`config.mk`:
```
export PLATFORM = sky130hd
export DESIGN_NAME = mdio_cmd_ctrl
export DESIGN_NICKNAME = d
export VERILOG_FILES = /design/src/rtl/mdio_pkg.sv /design/src/rtl/mdio_clk_div.sv /design/src/rtl/mdio_frame_engine.sv /design/src/rtl/mdio_cmd_ctrl.sv
export SDC_FILE = /design/constraint.sdc
export NUM_CORES = 1
export LEC_CHECK = 0
export BUFFER_PORTS_ARGS = -buffer_cell sky130_fd_sc_hd__buf_2
export CORE_ASPECT_RATIO = 0.8
export CORE_MARGIN = 2
export CORE_UTILIZATION = 25
export DETAILED_ROUTE_END_ITERATION = 16
export PLACE_DENSITY = 0.47
export SYNTH_ARGS = -nofsm -noshare
export SYNTH_HDL_FRONTEND = slang
export SYNTH_SLANG_ARGS = --single-unit
```
`constraint.sdc`:
```
create_clock -name clk_i -period 4 [get_ports clk_i]
set_input_delay 0.8 -clock clk_i [delete_from_list [all_inputs] [get_ports clk_i]]
set_output_delay 0.8 -clock clk_i [all_outputs]
set_load 0.05 [all_outputs]
```
`src/rtl/mdio_pkg.sv`:
```
package mdio_pkg;

    localparam int unsigned FRAME_BITS = 64;

    localparam logic [5:0] PREAMBLE_END = 6'd32;
    localparam logic [5:0] TA_FIRST     = 6'd46;
    localparam logic [5:0] DATA_FIRST   = 6'd48;
    localparam logic [5:0] LAST_BIT     = 6'd63;

    localparam logic [1:0] ADDR_CMD   = 2'd0;
    localparam logic [1:0] ADDR_RDATA = 2'd1;
    localparam logic [1:0] ADDR_WDATA = 2'd2;

    localparam int unsigned CMD_WR_BIT = 14;
    localparam int unsigned CMD_RD_BIT = 13;

    typedef struct packed {
        logic        is_read;
        logic [4:0]  phy;
        logic [4:0]  regad;
        logic [15:0] wdata;
    } mdio_req_t;

    typedef struct packed {
        logic       busy;
        logic [5:0] bit_idx;
        mdio_req_t  req;
        logic [15:0] rx;
    } eng_state_t;

    typedef struct packed {
        logic [4:0]  phy;
        logic [4:0]  regad;
        logic [15:0] wdata;
        logic [15:0] rdata;
    } regs_state_t;

endpackage

```
`src/rtl/mdio_clk_div.sv`:
```
module mdio_clk_div #(
    parameter int unsigned HALF = 20
) (
    input  logic clk_i,
    input  logic rst_ni,
    input  logic run_i,
    output logic mdc_o,
    output logic rise_o,
    output logic fall_o
);
    localparam int unsigned CW = $clog2(HALF) + 1;
    localparam logic [CW-1:0] LAST = CW'(HALF - 1);

    typedef struct packed {
        logic [CW-1:0] cnt;
        logic          mdc;
    } div_state_t;

    div_state_t q, d;

    always_comb begin
        d      = q;
        rise_o = 1'b0;
        fall_o = 1'b0;
        if (!run_i) begin
            d.cnt = '0;
            d.mdc = 1'b0;
        end else if (q.cnt == LAST) begin
            d.cnt  = '0;
            d.mdc  = !q.mdc;
            rise_o = !q.mdc;
            fall_o = q.mdc;
        end else begin
            d.cnt = q.cnt + 1'b1;
        end
    end

    always_ff @(posedge clk_i) begin
        if (!rst_ni) q <= '0;
        else         q <= d;
    end

    assign mdc_o = q.mdc;


    edge_excl_chk: assert property (@(posedge clk_i) disable iff (!rst_ni)
        !(rise_o && fall_o));


    mdc_hold_chk: assert property (@(posedge clk_i) disable iff (!rst_ni)
        (run_i && q.cnt != LAST) |=> $stable(mdc_o));

endmodule

```
`src/rtl/mdio_frame_engine.sv`:
```
module mdio_frame_engine
    import mdio_pkg::*;
(
    input  logic        clk_i,
    input  logic        rst_ni,
    input  logic        start_i,
    input  mdio_req_t   req_i,
    input  logic        rise_i,
    input  logic        fall_i,
    input  logic        mdio_i,
    output logic        busy_o,
    output logic        is_read_o,
    output logic        done_o,
    output logic [15:0] rx_o,
    output logic        mdio_o,
    output logic        mdio_oe_o
);
    eng_state_t q, d;
    logic [31:0] tail;
    logic        bit_val;

    always_comb begin
        tail = {2'b01, (q.req.is_read ? 2'b10 : 2'b01), q.req.phy, q.req.regad,
                2'b10, q.req.wdata};
        bit_val = (q.bit_idx < PREAMBLE_END) ? 1'b1 : tail[5'(LAST_BIT - q.bit_idx)];
    end

    always_comb begin
        d      = q;
        done_o = 1'b0;
        if (!q.busy) begin
            if (start_i) begin
                d.busy    = 1'b1;
                d.bit_idx = '0;
                d.req     = req_i;
            end
        end else begin
            if (rise_i && q.req.is_read && q.bit_idx >= DATA_FIRST) begin
                d.rx = {q.rx[14:0], mdio_i};
            end
            if (fall_i) begin
                if (q.bit_idx == LAST_BIT) begin
                    d.busy    = 1'b0;
                    d.bit_idx = '0;
                    done_o    = 1'b1;
                end else begin
                    d.bit_idx = q.bit_idx + 6'd1;
                end
            end
        end
    end

    always_ff @(posedge clk_i) begin
        if (!rst_ni) q <= '0;
        else         q <= d;
    end

    assign busy_o    = q.busy;
    assign is_read_o = q.req.is_read;
    assign rx_o      = q.rx;
    assign mdio_o    = q.busy ? bit_val : 1'b1;
    assign mdio_oe_o = q.busy && (!q.req.is_read || q.bit_idx < TA_FIRST);


    bit_step_chk: assert property (@(posedge clk_i) disable iff (!rst_ni)
        (q.busy && fall_i && q.bit_idx != LAST_BIT) |=> (q.bit_idx == $past(q.bit_idx) + 6'd1));


    req_frozen_chk: assert property (@(posedge clk_i) disable iff (!rst_ni)
        (q.busy && $past(q.busy)) |-> $stable(q.req));

endmodule

```
`src/rtl/mdio_cmd_ctrl.sv`:
```
module mdio_cmd_ctrl
    import mdio_pkg::*;
#(
    parameter int unsigned CLK_DIV_HALF = 20
) (
    input  logic        clk_i,
    input  logic        rst_ni,
    input  logic        bus_wr_i,
    input  logic [1:0]  bus_addr_i,
    input  logic [15:0] bus_wdata_i,
    output logic [15:0] bus_rdata_o,
    output logic        mdc_o,
    output logic        mdio_o,
    output logic        mdio_oe_o,
    input  logic        mdio_i
);
    regs_state_t q, d;

    logic        eng_busy, eng_is_read, eng_done;
    logic [15:0] eng_rx;
    logic        rise, fall;
    logic        cmd_wr, start;
    mdio_req_t   req;
    logic        unused_cmd_bits;

    assign unused_cmd_bits = ^{bus_wdata_i[15], bus_wdata_i[7:5]};

    assign cmd_wr = bus_wr_i && (bus_addr_i == ADDR_CMD);
    assign start  = cmd_wr && !eng_busy &&
                    (bus_wdata_i[CMD_WR_BIT] ^ bus_wdata_i[CMD_RD_BIT]);

    always_comb begin
        req.is_read = bus_wdata_i[CMD_RD_BIT];
        req.phy     = bus_wdata_i[12:8];
        req.regad   = bus_wdata_i[4:0];
        req.wdata   = q.wdata;
    end

    always_comb begin
        d = q;
        if (start) begin
            d.phy   = req.phy;
            d.regad = req.regad;
        end
        if (bus_wr_i && bus_addr_i == ADDR_WDATA) begin
            d.wdata = bus_wdata_i;
        end
        if (eng_done && eng_is_read) begin
            d.rdata = eng_rx;
        end
    end

    always_ff @(posedge clk_i) begin
        if (!rst_ni) q <= '0;
        else         q <= d;
    end

    always_comb begin
        unique case (bus_addr_i)
            ADDR_CMD:   bus_rdata_o = {1'b0, eng_busy && !eng_is_read, eng_busy && eng_is_read,
                                       q.phy, 3'b000, q.regad};
            ADDR_RDATA: bus_rdata_o = q.rdata;
            ADDR_WDATA: bus_rdata_o = q.wdata;
            default:    bus_rdata_o = '0;
        endcase
    end

    mdio_clk_div #(.HALF(CLK_DIV_HALF)) i_div (
        .clk_i  (clk_i),
        .rst_ni (rst_ni),
        .run_i  (eng_busy),
        .mdc_o  (mdc_o),
        .rise_o (rise),
        .fall_o (fall)
    );

    mdio_frame_engine i_eng (
        .clk_i     (clk_i),
        .rst_ni    (rst_ni),
        .start_i   (start),
        .req_i     (req),
        .rise_i    (rise),
        .fall_i    (fall),
        .mdio_i    (mdio_i),
        .busy_o    (eng_busy),
        .is_read_o (eng_is_read),
        .done_o    (eng_done),
        .rx_o      (eng_rx),
        .mdio_o    (mdio_o),
        .mdio_oe_o (mdio_oe_o)
    );


    mdio_low_change_chk: assert property (@(posedge clk_i) disable iff (!rst_ni)
        (!$stable(mdio_o) || !$stable(mdio_oe_o)) |-> !mdc_o);


    mdc_idle_chk: assert property (@(posedge clk_i) disable iff (!rst_ni)
        !eng_busy |-> (!mdc_o && !mdio_oe_o));


    busy_cmd_ignored_chk: assert property (@(posedge clk_i) disable iff (!rst_ni)
        (eng_busy && cmd_wr) |=> ($stable(q.phy) && $stable(q.regad)));


    rdata_hold_chk: assert property (@(posedge clk_i) disable iff (!rst_ni)
        (eng_busy && !eng_done) |=> $stable(q.rdata));

endmodule

```
Word level (Yosys, flattened, before mapping)
Cells that the tools add are included.
{ "totals": {"reg_bits": 99, "input_bits": 22, "output_inout_bits": 19, "elab_cells": 67} }
{ "classes": {"add_sub_neg": 3, "magnitude_cmp": 4, "n_eq_ne": 5, "n_mux": 18, "bitwise_logic": 3, "reduce_logical": 21} }
{ "op_table": {"columns": ["operator", "n"], "rows": [
  ["case mux 16 bit (3 select lines)", 1],
  ["two-way mux 34 bit", 1],
  ["two-way mux 7 bit", 2],
  ["adder 6 x 1 -> 6 bit (second input constant)", 2],
  ["less-than comparator 6 bit (second input constant)", 2],
  ["two-way mux 1 bit", 11],
  ["logical AND 1 bit", 10],
  ["AND reduction 2 bit", 4],
  ["== test 6 x 5 -> 1 bit (second input constant)", 1],
  ["== test 6 bit (second input constant)", 1],
  ["greater-or-equal comparator 6 bit (second input constant)", 1],
  ["less-than comparator 5 x 6 -> 1 bit (second input constant)", 1],
  ["two-way mux 6 bit", 1],
  ["binary-select mux 1 bit (select 5 bit)", 1],
  ["subtractor 5 bit (first input constant)", 1],
  ["logical NOT 1 bit", 3],
  ["OR reduction 3 bit", 1],
  ["== test 2 x 1 -> 1 bit (second input constant)", 1],
  ["== test 2 bit (second input constant)", 1],
  ["logical NOT 2 bit", 1],
  ["two-way mux 2 bit", 1],
  ["!= test 2 bit (second input constant)", 1],
  ["inverter 1 bit", 2],
  ["nonzero test 2 bit", 1],
  ["2 further kinds", 2]
]} }

Longest topological paths before layout
{ "logic_depth": {"word_depth": 6, "depth_mapped": 8, "depth_no_buf": 6} }

By module
A second synthesis with hierarchy kept.
{ "hier_totals": {"cells_unflattened": 550, "hier_area_um2": 4633.2} }
{ "modules_own_cells": {"columns": ["mod", "instances", "cells_each", "area_each_um2", "seq_area_each_um2"], "rows": [
  ["mdio_frame_engine", 1, 279, 2361.0, 1001.0],
  ["mdio_cmd_ctrl", 1, 237, 1950.6, 840.8],
  ["mdio_clk_div", 1, 34, 321.6, 140.1]
]} }

Worst setup path after synthesis
No wires, ideal clock.
{ "synth_timing": {"path_kind": "input to output", "startpoint": "input bus_addr_i[0]", "endpoint": "output bus_rdata_o[14]", "arrival_time_ns": 2.650, "t_required_ns": 3.200, "path_slack_ns": 0.550, "stages": 4, "path_buffers": 2, "cell_sequence": "buf_2 -> buf_1 -> a22oi_1 -> o21ai_0"} }
{ "synth_between": {"elab_chain_len": 2, "elab_cells_between_ends": 4, "classes_between": "eq/ne: 2; mux: 1; reduce/logical: 1"} }
{ "synth_lines": {"columns": ["element", "line", "source"], "rows": [
  ["start, declared", "mdio_cmd_ctrl.sv:9", "input logic [1:0] bus_addr_i,"],
  ["== test 2 bit (tied with other cells)", "mdio_cmd_ctrl.sv:59", "unique case (bus_addr_i)"],
  ["case mux 16 bit (3 select lines) (*)", "mdio_cmd_ctrl.sv:59", null],
  ["end, declared", "mdio_cmd_ctrl.sv:11", "output logic [15:0] bus_rdata_o,"]
]} }
Mark *: on every way between the ends. The rest lies on a longest branch, timed or not.

Final worst setup path
{ "layout_timing": {"startpoint": "register i_eng.q[44] in the netlist's numbering", "endpoint": "output mdio_o"} }
{ "layout_between": {"elab_chain_len": 5, "elab_cells_between_ends": 6, "classes_between": "add/sub: 1; order compare: 1; mux: 4"} }
{ "layout_lines": {"columns": ["element", "line", "source"], "rows": [
  ["start, declared", "mdio_frame_engine.sv:18", "eng_state_t q, d;"],
  ["start signal, assigned", "mdio_frame_engine.sv:54", "if (!rst_ni) q <= '0;"],
  ["start signal, assigned", "mdio_frame_engine.sv:55", "else q <= d;"],
  ["subtractor 5 bit", "mdio_frame_engine.sv:25", "bit_val = (q.bit_idx < PREAMBLE_END) ? 1'b1 : tail[5'(LAST_BIT - q.bit_idx)];"],
  ["binary-select mux 1 bit (select 5 bit)", "mdio_frame_engine.sv:25", null],
  ["two-way mux 1 bit (not written as such)", "mdio_frame_engine.sv:25", null],
  ["two-way mux 1 bit (*)", "mdio_frame_engine.sv:25", null],
  ["two-way mux 1 bit (*)", "mdio_frame_engine.sv:61", "assign mdio_o = q.busy ? bit_val : 1'b1;"],
  ["end, declared", "mdio_cmd_ctrl.sv:13", "output logic mdio_o,"]
]} }
Mark *: on every way between the ends. The rest lies on a longest branch, timed or not. The select of a mux whose other input is x is not followed.

==> results.ini <==
[outcome]
run_status=completed

[timing]
tightestPinTransition_ns=0.7276
relSlewSlack=0.5142
post-route-period-util=0.8208
rsz0062_at_grt=false
maxSlewViolCount=0
finalCriticalPeriod_ns=3.283
final.setup.worst_slack_ns=0.7168
setup_violations=0
finalSetupTns_ns=0
clock_skew_ns=0.007315
fmax_ghz=0.3046
hold_viol=0

[layout]
final_common_cell=nand2_1
nNetsFinal=552
post-route-util=0.2920
drive_gt1_frac=0.1351
fillers=1844
diodes=0
multiInputGateArea_um2=2196
seqCellArea_um2=1982
layout_common_cells=nand2_1, dfxtp_1, a21boi_0
syn2layout_area_growth_pct=14.87
design_area_um2=5027
final_cells=758

[yosys]
synth-seq-cells=99
synth-edff-count=0
ys_types=41
synth_seq_area_share=0.4528
syn_avg_cell_area_um2=8.599
ys_warn_count=0
postSynthCellCount=509
syn_nets=533
synth_ff_type=dfxtp_1
syn_area_um2=4377
ys_async_sr_fraction=0

[power_and_ir_drop]
leakage_nw=1.816
powerDensity_nw_per_um2=397.4
vdd_drop_max_mv=0.1955

[die]
rows=43
core-area_um2=17220
start_util=0.2542
die-area_um2=18590
io_pins=41
die_y_um=122.3
die_w_um=151.9

[worst_setup_path]
start_kind=flop
worstPathArrival_ns=2.48
crit_type=reg2out
worstSetupEndpointType=primary output
cp_data_required_time_ns=3.20
worst-path-max-fanout=14

[placement]
placed_area_um2=4723
gp_congestion=0.8114
port_buffers=40
dp_cells=742
pre_cts_slack_ns=0.9273
dp_hpwl_mm=8.060

[detailed_routing]
detail-route-antenna-nets=0
drtIter0Drc=231
vias=3455
viasPerCell=4.558
drcViolationCount=0
detail_route.wl_per_cell_um=14.80
dr.pass1.iters=4
drt-total-wl_mm=11.22

[global_route]
antenna_found_initial=0
grt_first_pass_wirelength_mm=18.56
grt_usage=0.1272
grt_max_degree=61
grt-ovfl-total=0
grt_pass1_vias=3408

[clock_network]
cts-buffers-inserted=9
clkLatencyLatePin_ns=0.35
cts_resized=0
post-cts-setup-buffer-count=0
htreeDepth=3
cts_tree=yes
cts.root.buffer_cell=clkbuf_16
ctsHoldBuffers=0
cts-root-to-sink-buffers=2
cts.reportedPaths.clkPinSlew_ns=0.07
cts_sinks=99

[flow_run]
drv.max_cap_violation_count=0

[worst_hold_path]
hold_class=reg2reg

==> stage by stage <==
step / power (mW) / hold WS (ns)
2_1_floorplan: 1.094 / 0.4175
3_3_place_gp: 1.132 / 0.4307
3_5_place_dp: 1.133 / 0.4406
4_1_cts: 2.035 / 0.4523
5_1_grt: 2.085 / 0.4715
6_report: 1.998 / 0.4483
==> cell usage after synthesis, drive strengths merged, types with 4 or more instances <==
cell / n / area share
a22o: 4 / 0.0080
mux2i: 31 / 0.071
clkbuf: 24 / 0.021
o21ai: 32 / 0.037
mux4: 4 / 0.021
nand2: 135 / 0.12
buf: 14 / 0.020
a21oi: 4 / 0.0046
nor3: 4 / 0.0046
nor4: 5 / 0.011
nor2b: 21 / 0.030
inv: 5 / 0.0043
a21boi: 57 / 0.098
xor2: 4 / 0.0080
nand3: 24 / 0.027
nor2: 14 / 0.012
dfxtp: 99 / 0.45
==> layer usage <==
| metal | global-route usage | vias up | part of all wire |
|---|---|---|---|
| met5 | 0 | - | 0 |
| met3 | 0.02825 | 17 | 0.046 |
| met2 | 0.1931 | 58 | 0.42 |
| met1 | 0.1783 | 1604 | 0.51 |
| met4 | 0.04498 | 0 | 0.022 |
| li1 | - | 1776 | - |
==> critical path: stages, from the launching register on <==
cell	delay [ns]
dfxtp_1	0.78
mux4_2	0.59
and3b_1	0.17
nor4_1	0.16
a22oi_1	0.17
buf_2	0.26
==> cells by family (layout without fill, tap and decap cells) <==
family                     after synthesis  count (layout)  synth area share
AOI/OAI and AO/OA                      107             107            0.1644
buffers and inverters                   43              67           0.04545
xor gates and xnor gates                 6               6           0.01201
muxes                                   37              37           0.09663
and+or+nand+nor                        215             215            0.2230
DFF                                     99              99            0.4528
adders and majority gates                2               2          0.005717
==> path summary, 6_finish.rpt <==
| path | start | end | slack [ns] | cells past startpoint |
|---|---|---|---|---|
| worst min register to register | i_div.q[1]$_SDFF_PP0_ | i_div.q[1]$_SDFF_PP0_ | 0.45 | 1 |
| worst min-delay path | i_div.q[1]$_SDFF_PP0_ | i_div.q[1]$_SDFF_PP0_ | 0.45 | 1 |
| worst max register to register | i_eng.q[44]$_SDFFE_PN0P_ | q[10]$_SDFFE_PN0P_ | 1.81 | 6 |
| worst max-delay path | i_eng.q[44]$_SDFFE_PN0P_ | mdio_o | 0.72 | 5 |
==> layout make-up <==
cell class | instances | area share
sequential | 99 | 0.3942
tap | 225 | 0.05600
timing repair buffer | 46 | 0.04878
clock buffer | 11 | 0.04828
multi-input combinational | 367 | 0.4368
inverter | 5 | 0.003733
clock inverter | 5 | 0.01220
==> where the power goes <==
group | internal [mW] | switching (mW)
Sequential | 0.997 | 0.0106
Clock | 0.506 | 0.383
Combinational | 0.0344 | 0.0669
Total | 1.54 | 0.461
==> registers in the layout (all words and copies together), names as in the netlist <==
signal,flops
i_eng.busy_o,1
q,42
i_div.q,6
i_eng.q,32
i_eng.rx_o,16
i_eng.is_read_o,1
i_div.mdc_o,1
Power figures use the tool's default switching activity.
